$ cat src/rtl/lsu_align.sv
module lsu_align (
  input  logic        clk,
  input  logic        rst_n,
  input  logic        req_valid,
  input  logic        req_store,
  input  logic [1:0]  req_size,
  input  logic        req_unsigned,
  input  logic        big_endian,
  input  logic [31:0] base,
  input  logic [15:0] offset,
  input  logic [31:0] store_data,
  output logic [31:0] mem_addr,
  output logic [3:0]  mem_we,
  output logic [31:0] mem_wdata,
  output logic        mem_re,
  input  logic [31:0] mem_rdata,
  output logic        addr_err,
  output logic        ld_valid,
  output logic [31:0] ld_data
);

  logic [31:0] ea;
  logic        is_word, is_half, misal, go;
  logic [1:0]  span, lane;
  logic [3:0]  mask;
  logic [31:0] sdata;

  assign ea       = base + {{16{offset[15]}}, offset};
  assign mem_addr = {ea[31:2], 2'b00};

  assign is_word  = req_size[1];
  assign is_half  = (req_size == 2'b01);
  assign misal    = (is_half & ea[0]) | (is_word & (|ea[1:0]));
  assign go       = req_valid & ~misal;
  assign addr_err = req_valid & misal;

  assign span  = {is_word, is_word | is_half};
  assign lane  = big_endian ? (2'd3 - ea[1:0] - span) : ea[1:0];
  assign mask  = is_word ? 4'hF : (is_half ? 4'h3 : 4'h1);
  assign sdata = is_word ? store_data :
                 (is_half ? {16'h0, store_data[15:0]} : {24'h0, store_data[7:0]});

  assign mem_we    = (go & req_store) ? (mask << lane) : 4'h0;
  assign mem_wdata = (go & req_store) ? (sdata << {lane, 3'b000}) : 32'h0;
  assign mem_re    = go & ~req_store;

  logic [1:0] lane_q, size_q;
  logic       uns_q;

  always_ff @(posedge clk or negedge rst_n) begin
    if (!rst_n) begin
      ld_valid <= 1'b0;
      lane_q   <= 2'd0;
      size_q   <= 2'd0;
      uns_q    <= 1'b0;
    end else begin
      ld_valid <= mem_re;
      if (mem_re) begin
        lane_q <= lane;
        size_q <= req_size;
        uns_q  <= req_unsigned;
      end
    end
  end

  logic [31:0] raw;
  assign raw = mem_rdata >> {lane_q, 3'b000};

  assign ld_data = size_q[1]         ? raw :
                   (size_q == 2'b01) ? {{16{~uns_q & raw[15]}}, raw[15:0]} :
                                       {{24{~uns_q & raw[7]}},  raw[7:0]};

endmodule


$ cat config.mk
export PLATFORM = sky130hd
export DESIGN_NAME = lsu_align
export DESIGN_NICKNAME = d
export VERILOG_FILES = /design/src/rtl/lsu_align.sv
export SDC_FILE = /design/constraint.sdc
export NUM_CORES = 1
export LEC_CHECK = 0
export ABC_AREA = 0
export BUFFER_PORTS_ARGS = -buffer_cell sky130_fd_sc_hd__buf_2
export CAP_MARGIN = 20
export CORE_MARGIN = 5
export CORE_UTILIZATION = 40
export CTS_CLUSTER_DIAMETER = 100
export CTS_CLUSTER_SIZE = 40
export DETAILED_ROUTE_END_ITERATION = 8
export GPL_ROUTABILITY_DRIVEN = 0
export PLACE_DENSITY = 0.8
export SETUP_SLACK_MARGIN = 0.2
export SYNTH_ARGS = -nofsm -noshare
export SYNTH_HDL_FRONTEND = slang
export SYNTH_SLANG_ARGS = --single-unit
$ cat constraint.sdc
create_clock -name clk -period 2.5 [get_ports clk]
set_clock_uncertainty 0.05 [all_clocks]
set_input_delay 0.125 -clock clk [delete_from_list [all_inputs] [get_ports clk]]
set_output_delay 0.125 -clock clk [all_outputs]
set_load 0.01 [all_outputs]
==> results.sh <==
export IMPL_outcome="finished, final reports clean"
export IMPL_insertedDiodeCount=0
export IMPL_critical_path_arrival_ps=2280
export IMPL_synth_cell_type_count=62
export IMPL_place_inst=863
export IMPL_instances_no_fill=883
export IMPL_timing_critical_path_cells="buf_2 > ha_4 > a21o_2 > a21oi_2 > a21oi_2 > o41ai_4 > a21oi_2 > buf_4 > a311oi_2 > xnor2_1 > buf_2"
export IMPL_post_synth_edffs=0
export IMPL_detailedRoute_firstIterationViolations=265
export IMPL_power_switching_mw=1.342
export IMPL_design_portCount=223
export IMPL_timing_hold_worst_class="in -> reg"
export IMPL_io_buffers=220
export IMPL_cts_tree="done"
export IMPL_first_global_vias=4608
export IMPL_clock_sinks=6
export IMPL_netlist_area_mm2=0.003376
export IMPL_synth_top_flop_cell="sky130_fd_sc_hd__dfrtp_1"
export IMPL_timing_critical_path_to_type="output pin"
export IMPL_globalRouteOverflowTotal=0
export IMPL_post_route_period_util_pct=98.25
export IMPL_final_layout_size_suffix_gt1_share_pct=42.93
export IMPL_power_per_unit_of_standard_cell_area_mw_per_mm2=480.2
export IMPL_cpPeakStageDelay_ps=330
export IMPL_internal_power_mw=1.198
export IMPL_net_switching_fraction_of_the_power_pct=52.84
export IMPL_drv_max_cap_violation_count=0
export IMPL_vias=5100
export IMPL_first_pass_grt_wire_length_mm=20.83
export IMPL_antenna_found_initial=0
export IMPL_ant_nets=0
export IMPL_main_combinational_cell_family_by_area_after_synthesis="compound AO/OA/AOI/OAI gates"
export IMPL_grt_setup_unrepaired="true"
export IMPL_row_count=33
export IMPL_dp_hpwl_mm=11.27
export IMPL_cp_data_required_time_ps=2330
export IMPL_share_of_the_core_filled_with_cells_in_the_final_layout_pct=64.37
export IMPL_multi_input_comb_area_mm2=0.003393
export IMPL_synth_mux_area_fraction_pct=5.374
export IMPL_crit_slowest_cell="sky130_fd_sc_hd__o41ai_4"
export IMPL_critPathKind="in -> out"
export IMPL_floorplan_die_area_mm2=0.01038
export IMPL_die_width_um=101.9
export IMPL_globalRouteTotalUtil_pct=23.82
export IMPL_synth_seq_cells=6
export IMPL_cpMostUsedCell="sky130_fd_sc_hd__a21oi_2"
export IMPL_start_kind="primary input"
export IMPL_seqCellArea_um2=150.1
export IMPL_yosysWarnings=0
export IMPL_die_span_in_y_um=101.9
export IMPL_synthesized_netlist_cell_count=543
export IMPL_synthToLayoutAreaGrowth_pct=56.67
export IMPL_critPathBufInv=3
export IMPL_mostFrequentLayoutCells="sky130_fd_sc_hd__buf_2, sky130_fd_sc_hd__nand2_1, sky130_fd_sc_hd__a21oi_1"
export IMPL_fill_cells=741
export IMPL_initial_utilization_pct=41.08
export IMPL_critical_path_top_delay_family="compound AO/OA/AOI/OAI gates"
export IMPL_timing_slew_headroom_pct=63.96
export IMPL_finalHoldViolations=0
export IMPL_asyncSetResetFlopFracSynth_pct=100.0
export IMPL_layout_min_cycle_time_ps=2456
export IMPL_core_area_mm2=0.008217
export IMPL_layout_cells_most_common="sky130_fd_sc_hd__buf_2"
export IMPL_fraction_of_synthesized_cell_area_in_xor_and_xnor_cells_pct=8.043
export IMPL_via_per_inst=5.776
export IMPL_clock_tree_buffer_depth=2
export IMPL_route_detailed_wl_per_inst_um=16.49
export IMPL_cts_max_level=1
export IMPL_post_route_drc_count=0
export IMPL_power_share_combinational_pct=88.8
export IMPL_drt_total_wl_mm=14.57
export IMPL_fmax_mhz=407.1
export IMPL_final_setup_viol_count=0
export IMPL_max_slew_worst_pin_slew_ps=538.6
export IMPL_drt_pre_antenna_iters=7
export IMPL_nets=933
export IMPL_path_max_fanout=4
export IMPL_synth_fa_ha_area_share_pct=12.45
export IMPL_cellLeakagePower_nw=2.730
export IMPL_mean_instance_size_in_the_synthesized_netlist_um2=6.217
export IMPL_source_to_sink_clock_delay_at_the_later_pin_of_the_worst_skew_pair_ps=220
export IMPL_max_ir_drop_vdd_mv=0.2371
export IMPL_clockPowerShare_pct=5.6
export IMPL_clk_root_buffer_cell="sky130_fd_sc_hd__clkbuf_8"
export IMPL_synthesized_area_fraction_occupied_by_ao_oa_aoi_and_oai_cells_pct=33.10
export IMPL_cts_buffers_inserted=3
export IMPL_basic_gate_share_of_the_synthesized_area_counting_and_or_nand_and_nor_cells_pct=30.73
export IMPL_report_final_slew_viol_count=0
export IMPL_cts_clk_slew_worst_paths_ps=30
export IMPL_synth_seq_area_share_pct=4.448
export IMPL_power_sequential_fraction_pct=5.6
export IMPL_grt_max_degree=41
-- power by group through the flow --
stage          clock (mW)  combinational (mW)  sequential (mW)
4_1_cts             0.146                2.10            0.143
3_5_place_dp            0                2.04            0.144
2_1_floorplan           0                1.27            0.130
6_report            0.142                2.26            0.142
3_3_place_gp            0                2.00            0.143
5_1_grt             0.151                2.45            0.147
-- final timing paths --
| path | from | endpoint | slack [ps] | depth (start not counted) |
|---|---|---|---|---|
| worst min register to register | size_q[1] | size_q[1] | 470 | 2 |
| min in group asynchronous | rst_n | ld_valid | 220 | 2 |
| worst max register to register | lane_q[0] | lane_q[0] | 1580 | 3 |
| worst min-delay path | req_unsigned | uns_q | 80 | 3 |
| max in group asynchronous | rst_n | size_q[0] | 2030 | 2 |
| worst max-delay path | offset[4] | mem_addr[26] | 40 | 11 |
-- stage by stage --
stage / instance area, µm² / setup WS [ps] / power [mW] / hold slack [ps] / setup TNS [ps]
after CTS: 4936 / 110.0 / 2.385 / 81.19 / 0
final: 5289 / 43.64 / 2.540 / 80.49 / 0
after detailed placement: 4726 / -68.53 / 2.181 / -85.72 / -68.53
after floorplan: 3396 / 200.1 / 1.402 / -220.6 / 0
after global placement: 4726 / 24.66 / 2.144 / -92.95 / 0
after global routing: 5289 / -28.81 / 2.745 / 111.1 / -34.67
-- cell families after synthesis --
logic type,after synthesis
muxes,18
and+or+nand+nor,227
adders and majority gates,33
AOI/OAI and AO/OA,179
buffers and inverters,48
xor gates and xnor gates,31
DFF,6
other,1
-- registers in the layout (all words and copies together), names as in the netlist --
signal / flops
lane_q: 2
uns_q: 1
ld_valid: 1
size_q: 2
-- repair_timing --
item / in CTS / in global routing
gates cloned: 0 / 1
endpoints found under the hold margin: 6 / 0
setup buffers: 5 / 10
resized for setup: 24 / 52
pin swaps: 12 / 31
hold buffers: 1 / 0
setup endpoints to repair: 26 / 46
-- cell usage after synthesis (2+ instances only) --
library cell                n  area share, %
sky130_fd_sc_hd__xnor2_1   21            5.4
sky130_fd_sc_hd__nand4_1    6            1.1
sky130_fd_sc_hd__a21oi_2    5            1.3
sky130_fd_sc_hd__nor3_1     7            1.0
sky130_fd_sc_hd__buf_4      3           0.67
sky130_fd_sc_hd__mux2i_1   17            5.0
sky130_fd_sc_hd__or2_2      2           0.37
sky130_fd_sc_hd__dfrtp_1    6            4.4
sky130_fd_sc_hd__and3_1    11            2.0
sky130_fd_sc_hd__a21oi_1   81             12
sky130_fd_sc_hd__clkbuf_1  27            3.0
sky130_fd_sc_hd__inv_1     13            1.4
sky130_fd_sc_hd__a31oi_1   11            2.0
sky130_fd_sc_hd__o211ai_1   3           0.67
sky130_fd_sc_hd__a21o_1    13            2.9
sky130_fd_sc_hd__nand2b_1   3           0.56
sky130_fd_sc_hd__o21ai_0   26            3.9
sky130_fd_sc_hd__and3_2     2           0.44
sky130_fd_sc_hd__o21ai_1    2           0.30
sky130_fd_sc_hd__buf_1      3           0.33
sky130_fd_sc_hd__o21a_1     3           0.67
sky130_fd_sc_hd__nor2b_1    9            1.7
sky130_fd_sc_hd__nor2_1    43            4.8
sky130_fd_sc_hd__a211o_1    2           0.52
sky130_fd_sc_hd__nand2_1   98             11
sky130_fd_sc_hd__ha_1      32             12
sky130_fd_sc_hd__and2_1     2           0.37
sky130_fd_sc_hd__xor2_1    10            2.6
sky130_fd_sc_hd__a211oi_1  12            2.7
sky130_fd_sc_hd__o21bai_1   3           0.67
sky130_fd_sc_hd__nand3_1   36            5.3
-- per-layer routing --
layer  vias to the layer above  track usage, %  wire length (µm)
li1                       2425               -                 -
met1                      2342           26.89              5317
met2                       291           45.47              7323
met3                        42           4.369              1564
met4                         0           6.660               359
met5                         -               0                 0
-- cell type report --
class                           count  area share, %
Inverter                           13         0.9226
Multi-Input combinational cell    490          64.16
Clock buffer                        3         0.7807
Tap cell                          105          2.484
Timing Repair Buffer              266          28.81
Sequential cell                     6          2.839
-- worst register-to-register path, delay by kind of cell (launching register included) --
kind,cells,cell delay [ps]
flops,1,370
buf+inv,1,210
simple gates,1,80
compound gates,1,80
No activity file was read; power rests on OpenSTA's default activity.
